===== config.mk =====
export PLATFORM = sky130hd
export DESIGN_NAME = i2c_irq_ctrl
export DESIGN_NICKNAME = d
export VERILOG_FILES = /design/src/rtl/i2c_irq_pkg.sv /design/src/rtl/i2c_irq_sticky.sv /design/src/rtl/i2c_irq_regif.sv /design/src/rtl/i2c_irq_ctrl.sv
export SDC_FILE = /design/constraint.sdc
export NUM_CORES = 1
export LEC_CHECK = 0
export CAP_MARGIN = 30
export CELL_PAD_IN_SITES_DETAIL_PLACEMENT = 0
export CELL_PAD_IN_SITES_GLOBAL_PLACEMENT = 1
export CORE_MARGIN = 1.5
export CORE_UTILIZATION = 31
export DETAILED_ROUTE_END_ITERATION = 8
export GPL_TIMING_DRIVEN = 0
export PLACE_DENSITY = 0.88
export RECOVER_POWER = 50
export SYNTH_ARGS = -nofsm -noshare
export SYNTH_HDL_FRONTEND = slang
export SYNTH_HIERARCHICAL = 1
export SYNTH_SLANG_ARGS = --single-unit

===== constraint.sdc =====
create_clock -name clk -period 3.25 [get_ports clk]
set_input_delay 0.325 -clock clk [delete_from_list [all_inputs] [get_ports clk]]
set_output_delay 0.325 -clock clk [all_outputs]
set_load 0.05 [all_outputs]

===== src/rtl/i2c_irq_pkg.sv =====
package i2c_irq_pkg;

    localparam int unsigned EVT_N     = 6;
    localparam int unsigned FIELD_LSB = 6;
    localparam int unsigned REG_W     = FIELD_LSB + EVT_N;
    localparam int unsigned ADDR_W    = 4;

    // event index inside the status vector (bit FIELD_LSB+idx in registers)
    localparam int unsigned EV_TXABT  = 0;
    localparam int unsigned EV_RXDONE = 1;
    localparam int unsigned EV_ACT    = 2;
    localparam int unsigned EV_STOP   = 3;
    localparam int unsigned EV_START  = 4;
    localparam int unsigned EV_GCALL  = 5;

    localparam logic [EVT_N-1:0] MASK_RST = 6'b100011;

    typedef enum logic [ADDR_W-1:0] {
        A_MASK      = 4'd0,
        A_RAW       = 4'd1,
        A_MASKED    = 4'd2,
        A_CLR_ALL   = 4'd3,
        A_CLR_GCALL = 4'd4,
        A_CLR_START = 4'd5,
        A_CLR_STOP  = 4'd6,
        A_CLR_ACT   = 4'd7,
        A_CLR_RXD   = 4'd8,
        A_CLR_TXABT = 4'd9
    } reg_addr_e;

    typedef struct packed {
        logic              rd;
        logic              wr;
        logic [ADDR_W-1:0] addr;
        logic [REG_W-1:0]  wdata;
    } bus_req_t;

    // dedicated clear address for event index idx
    function automatic logic [ADDR_W-1:0] clr_addr(input int unsigned idx);
        return ADDR_W'(int'(A_CLR_TXABT) - int'(idx));
    endfunction

    function automatic logic [REG_W-1:0] place_field(input logic [EVT_N-1:0] v);
        return REG_W'(v) << FIELD_LSB;
    endfunction

endpackage


===== src/rtl/i2c_irq_sticky.sv =====
module i2c_irq_sticky (
    input  logic clk,
    input  logic rst,
    input  logic enable,
    input  logic set_i,
    input  logic clr_i,
    output logic q
);

    always_ff @(posedge clk) begin
        if (rst || !enable) q <= 1'b0;
        else if (set_i)     q <= 1'b1;   // event wins over clear
        else if (clr_i)     q <= 1'b0;
    end

    a_r2_set_sticks: assert property (@(posedge clk) disable iff (rst)
        (enable && set_i) |=> q);
    a_r2_holds: assert property (@(posedge clk) disable iff (rst)
        (enable && q && !clr_i) |=> q);
    a_r6_clear_takes: assert property (@(posedge clk) disable iff (rst)
        (enable && clr_i && !set_i) |=> !q);
    a_r9_disable_clears: assert property (@(posedge clk) disable iff (rst)
        !enable |=> !q);

endmodule


===== src/rtl/i2c_irq_regif.sv =====
module i2c_irq_regif
    import i2c_irq_pkg::*;
#(
    parameter logic [EVT_N-1:0] MASK_RESET = MASK_RST
) (
    input  logic             clk,
    input  logic             rst,
    input  bus_req_t         req,
    input  logic [EVT_N-1:0] raw,
    output logic [EVT_N-1:0] mask,
    output logic [EVT_N-1:0] clr_vec,
    output logic [REG_W-1:0] rdata
);

    logic             clr_all;
    logic [REG_W-1:0] unused_wdata;

    assign unused_wdata = req.wdata;
    assign clr_all      = req.rd && (req.addr == A_CLR_ALL);

    always_ff @(posedge clk) begin
        if (rst) mask <= MASK_RESET;
        else if (req.wr && req.addr == A_MASK)
            mask <= req.wdata[FIELD_LSB +: EVT_N];
    end

    for (genvar i = 0; i < EVT_N; i++) begin : g_clr
        assign clr_vec[i] = clr_all || (req.rd && req.addr == clr_addr(i));
    end

    always_comb begin
        rdata = '0;
        case (req.addr)
            A_MASK:    rdata = place_field(mask);
            A_RAW:     rdata = place_field(raw);
            A_MASKED:  rdata = place_field(raw & mask);
            A_CLR_ALL: rdata = REG_W'(|raw);
            default: begin
                for (int unsigned k = 0; k < EVT_N; k++)
                    if (req.addr == clr_addr(k)) rdata = REG_W'(raw[k]);
            end
        endcase
    end

    a_r1_mask_reset: assert property (@(posedge clk) disable iff (rst)
        $past(rst) |-> (mask == MASK_RESET));
    a_r3_mask_write: assert property (@(posedge clk) disable iff (rst)
        (req.wr && req.addr == A_MASK) |=> (mask == $past(req.wdata[FIELD_LSB +: EVT_N])));
    a_r11_mask_stable: assert property (@(posedge clk) disable iff (rst)
        !(req.wr && req.addr == A_MASK) |=> $stable(mask));

endmodule


===== src/rtl/i2c_irq_ctrl.sv =====
module i2c_irq_ctrl
    import i2c_irq_pkg::*;
#(
    parameter logic [EVT_N-1:0] MASK_RESET = MASK_RST
) (
    input  logic              clk,
    input  logic              rst,
    input  logic              ctrl_enable,
    input  logic [EVT_N-1:0]  evt_pulse,
    input  logic              reg_rd,
    input  logic              reg_wr,
    input  logic [ADDR_W-1:0] reg_addr,
    input  logic [REG_W-1:0]  reg_wdata,
    output logic [REG_W-1:0]  reg_rdata,
    output logic              irq,
    output logic              tx_flush_hold
);

    bus_req_t         req;
    logic [EVT_N-1:0] raw, mask, clr_vec, masked;

    assign req = '{rd: reg_rd, wr: reg_wr, addr: reg_addr, wdata: reg_wdata};

    i2c_irq_regif #(.MASK_RESET(MASK_RESET)) u_regif (
        .clk(clk), .rst(rst), .req(req), .raw(raw),
        .mask(mask), .clr_vec(clr_vec), .rdata(reg_rdata)
    );

    for (genvar i = 0; i < EVT_N; i++) begin : g_bit
        i2c_irq_sticky u_bit (
            .clk(clk), .rst(rst), .enable(ctrl_enable),
            .set_i(evt_pulse[i]), .clr_i(clr_vec[i]), .q(raw[i])
        );
    end

    assign masked = raw & mask;

    always_ff @(posedge clk) begin
        if (rst) irq <= 1'b0;
        else     irq <= |masked;
    end

    assign tx_flush_hold = raw[EV_TXABT];

    a_r5_irq_registered: assert property (@(posedge clk) disable iff (rst)
        1'b1 |=> (irq == $past(|masked)));
    a_r10_hold_rises: assert property (@(posedge clk) disable iff (rst)
        $rose(tx_flush_hold) |-> $past(evt_pulse[EV_TXABT] && ctrl_enable));
    a_r10_hold_falls: assert property (@(posedge clk) disable iff (rst)
        $fell(tx_flush_hold) |-> $past(clr_vec[EV_TXABT] || !ctrl_enable));
    a_r8_event_wins: assert property (@(posedge clk) disable iff (rst)
        (ctrl_enable && evt_pulse[EV_TXABT] && clr_vec[EV_TXABT]) |=> tx_flush_hold);

endmodule


==> results by group, run 1 <==
Status
  • Result of the run: complete, but fails checks
  • Violated checks: design-rule violations

Worst hold path
  • Type of the most critical hold path: in2reg

Synth
  • Main combinational cell family by area after synthesis: simple AND/OR/NAND/NOR gates
  • Post-synthesis share of cell area spent on xor and xnor gates: 2.83%
  • Synth Register Bits: 13
  • Area share of and/or/nand/nor cells after synthesis: 28.7%
  • Biggest area consumer among synthesized cells: dfxtp_1
  • Area share of the leading cell type in the synthesized netlist: 28.0%
  • Post-synth cell types: 37
  • Post-synthesis mux area share: 6.60%
  • Fraction of the mapped netlist area in compound gates: 22.8%
  • Adder-cell share of the synthesized area: 0%
  • Mapped Avg Cell Area: 8.60 um2
  • Seq/Total Area, Yosys: 28.0%
  • Cells after Synth: 108
  • Synthesis Warnings: 6
  • Netlist area before placement: 928 um2
  • Most area-consuming cells after synthesis: dfxtp_1, o211a_1, nor2b_1

Clock tree
  • Clock-pin transition on the worst setup and hold timing paths: 0.07 ns
  • CTS tree: yes
  • Root Buffer: clkbuf_4
  • Clock buffers created by TritonCTS: 3
  • Clock sink total: 13
  • H-tree levels: 1
  • Resized Gates After CTS: 0
  • Longest Clk Path Bufs: 2
  • Setup fix buffers added after clock tree synthesis: 0
  • Cts hold-fix bufs: 0
  • Clock insertion delay at the later pin of the skew report: 0.27 ns

Setup path
  • Reg-to-reg slack, setup: 2.39 ns
  • Largest fanout on the critical path: 10
  • Crit start category: primary input
  • Endpoint type of the worst setup path: output pin
  • Worst Path Class, Setup: in2out
  • Crit path arrival time: 2.64 ns
  • Required time at the endpoint of the critical path: 2.92 ns

Power
  • Maximum vdd drop: 244 uV
  • Proportion of power drawn by the clock network: 25.5%
  • Total power density per cell area: 306 nW/um2
  • Standby leakage power: 0.565 nW
  • Net Sw Power: 0.122 mW
  • Switching part of the total: 31.3%
  • Logic pwr share: 30.4%
  • Reg power frac: 44.1%
  • Internal Power: 0.267 mW

Route
  • First-pass detailed-route iteration total: 6
  • Drc violations: 1
  • Via count: 880
  • Overall routed net length: 2.22 mm
  • Number of antenna-violating nets in the routed design: 0
  • Via-per-instance ratio: 5.06
  • Average routed wire per standard cell: 12.8 um
  • Number of DRC markers after the initial detailed-route iteration: 19

Global route
  • Grt total ovfl: 0
  • Global-route usage over all layers: 14.2%
  • Pin count of the biggest net entering global routing: 14
  • Antenna violations before repair: 0
  • Via count of the first global-routing pass: 789
  • First-pass GRT wire length: 3.62 mm

Floorplan
  • Horiz. Die Dim: 57.7 um
  • Core area: 2810 um2
  • Vertical extent of the die: 57.7 um
  • IO Count: 41
  • Number of rows in the core area: 19
  • Die Outline Area: 3330 um2
  • Effective utilization at floorplan: 33.1%

Place
  • Final estimated routing congestion in global placement: 0.761
  • Post-DP HPWL: 1.71 mm
  • Port buffer count: 27
  • Number of placed instances with taps included: 170

Timing
  • Max_slew headroom: 37.0%
  • Final setup TNS: 0 ns
  • Fin Clk Skew: 0.00300 ns
  • Number of failing setup endpoints in the final timing report: 0
  • Final hold violation count: 0
  • Hold WS: 0.491 ns
  • Number of pins exceeding their max-slew limit in the final report: 0
  • Worst slew pin tran: 0.943 ns
  • Tcrit/Tclk final: 91.2%
  • RSZ-0062 raised after global routing: false
  • Top achievable clock speed: 0.337 GHz
  • Min Tclk post-route: 2.96 ns

Layout
  • Most common cell after layout, fill and taps aside: clkdlybuf4s50_1
  • Number of inserted diodes: 0
  • Final-stage net count: 171
  • Fraction of final layout cells sized beyond drive strength 1: 10.5%
  • Most used cells in the layout excluding fill and tap cells: clkdlybuf4s50_1, dfxtp_1, nor2_1
  • Area grow syn2layout: 36.9%
  • Fin cells: 174

Run
  • Reported max-cap violation count: 0
-- path summary, 6_finish.rpt --
kind / startpoint / end / depth (start not counted)
hold reg to reg: u_regif/mask[2] / u_regif/mask[2] / 2
setup reg to reg: u_regif/mask[5] / u_regif/mask[5] / 2
hold / removal: reg_addr[2] / g_bit[0].u_bit/q / 4
setup / recovery: reg_addr[0] / reg_rdata[8] / 7
-- final cells by class --
class	count	area, um2
tap	31	38.8
sequential	13	260
multi-input combinational	82	576
fill	293	1530
timing repair buffer	27	270
buffer	10	73.8
clock buffer	4	26.3
inverter	7	26.3
-- power groups by stage --
stage | Sequential [mW] | Combinational, mW | Clock, mW
floorplan | 0.179 | 0.0729 | 0
global placement | 0.175 | 0.119 | 0
detailed placement | 0.176 | 0.120 | 0
CTS | 0.172 | 0.121 | 0.107
global route | 0.173 | 0.127 | 0.112
finish | 0.172 | 0.119 | 0.0994
-- cell families after synthesis --
kind of cell / after synthesis
compound gates: 25
xor+xnor: 3
simple gates: 43
buf+inv: 17
mux: 6
flops: 13
other cells: 1
-- metrics by stage --
stage               utilization, %  power, mW  setup WS (ns)  cell area, um2
floorplan                        -      0.252          0.732             943
global placement              44.6      0.294          0.127            1250
detailed placement            44.6      0.296         0.0549            1250
CTS                           45.6      0.399         0.0586            1280
global route                  45.3      0.413          0.114            1270
finish                        45.3      0.390          0.285            1270
-- cell usage after synthesis --
cell / count
a211o_1: 3
nor4b_1: 1
nor3_1: 3
nor3b_1: 1
a211oi_1: 1
buf_2: 1
nor2_1: 12
nor2b_1: 9
o211a_1: 7
and3_1: 1
or4_1: 1
buf_4: 5
xnor2_1: 3
a22oi_1: 3
nand2b_1: 8
o32ai_1: 1
or2_1: 1
o21ai_0: 1
inv_2: 1
and3b_1: 1
buf_1: 1
a32oi_1: 6
nand3b_1: 1
a21oi_1: 1
conb_1: 1
o31ai_1: 1
nor3b_2: 1
nand2_1: 1
mux2_1: 1
dfxtp_1: 13
a31oi_1: 1
nor4b_4: 1
buf_6: 2
and2b_1: 1
mux2i_1: 5
inv_1: 6
clkbuf_1: 1
-- sequential cells by signal (all words and copies together), names as in the netlist --
signal / count
g_bit.u_bit/q: 6
u_regif/mask: 6
irq: 1
-- layer usage --
layer / vias to the layer above / routed length (um) / global-route usage [%]
li1: 449 / - / -
met1: 407 / 1050 / 19.0
met2: 20 / 1030 / 22.1
met3: 4 / 97 / 1.56
met4: 0 / 39 / 7.97
met5: - / 0 / 0
-- critical path: stages --
cell	delay [ns]
clkdlybuf4s50_1	0.50
clkbuf_2	0.26
inv_2	0.14
nor2_1	0.36
a32oi_1	0.11
nor2_1	0.12
clkdlybuf4s50_1	0.81
(Power assumes the default switching activity.)
==> run 2, diff against run 1 <==
--- a/config.mk
+++ b/config.mk
@@ -10,6 +10,7 @@
 export CELL_PAD_IN_SITES_GLOBAL_PLACEMENT = 1
 export CORE_MARGIN = 1.5
 export CORE_UTILIZATION = 31
+export CTS_CLUSTER_SIZE = 20
 export DETAILED_ROUTE_END_ITERATION = 8
 export GPL_TIMING_DRIVEN = 0
 export PLACE_DENSITY = 0.88
==> results of run 2 <==
Final layout, timing and power as in run 1 (identical DEF).
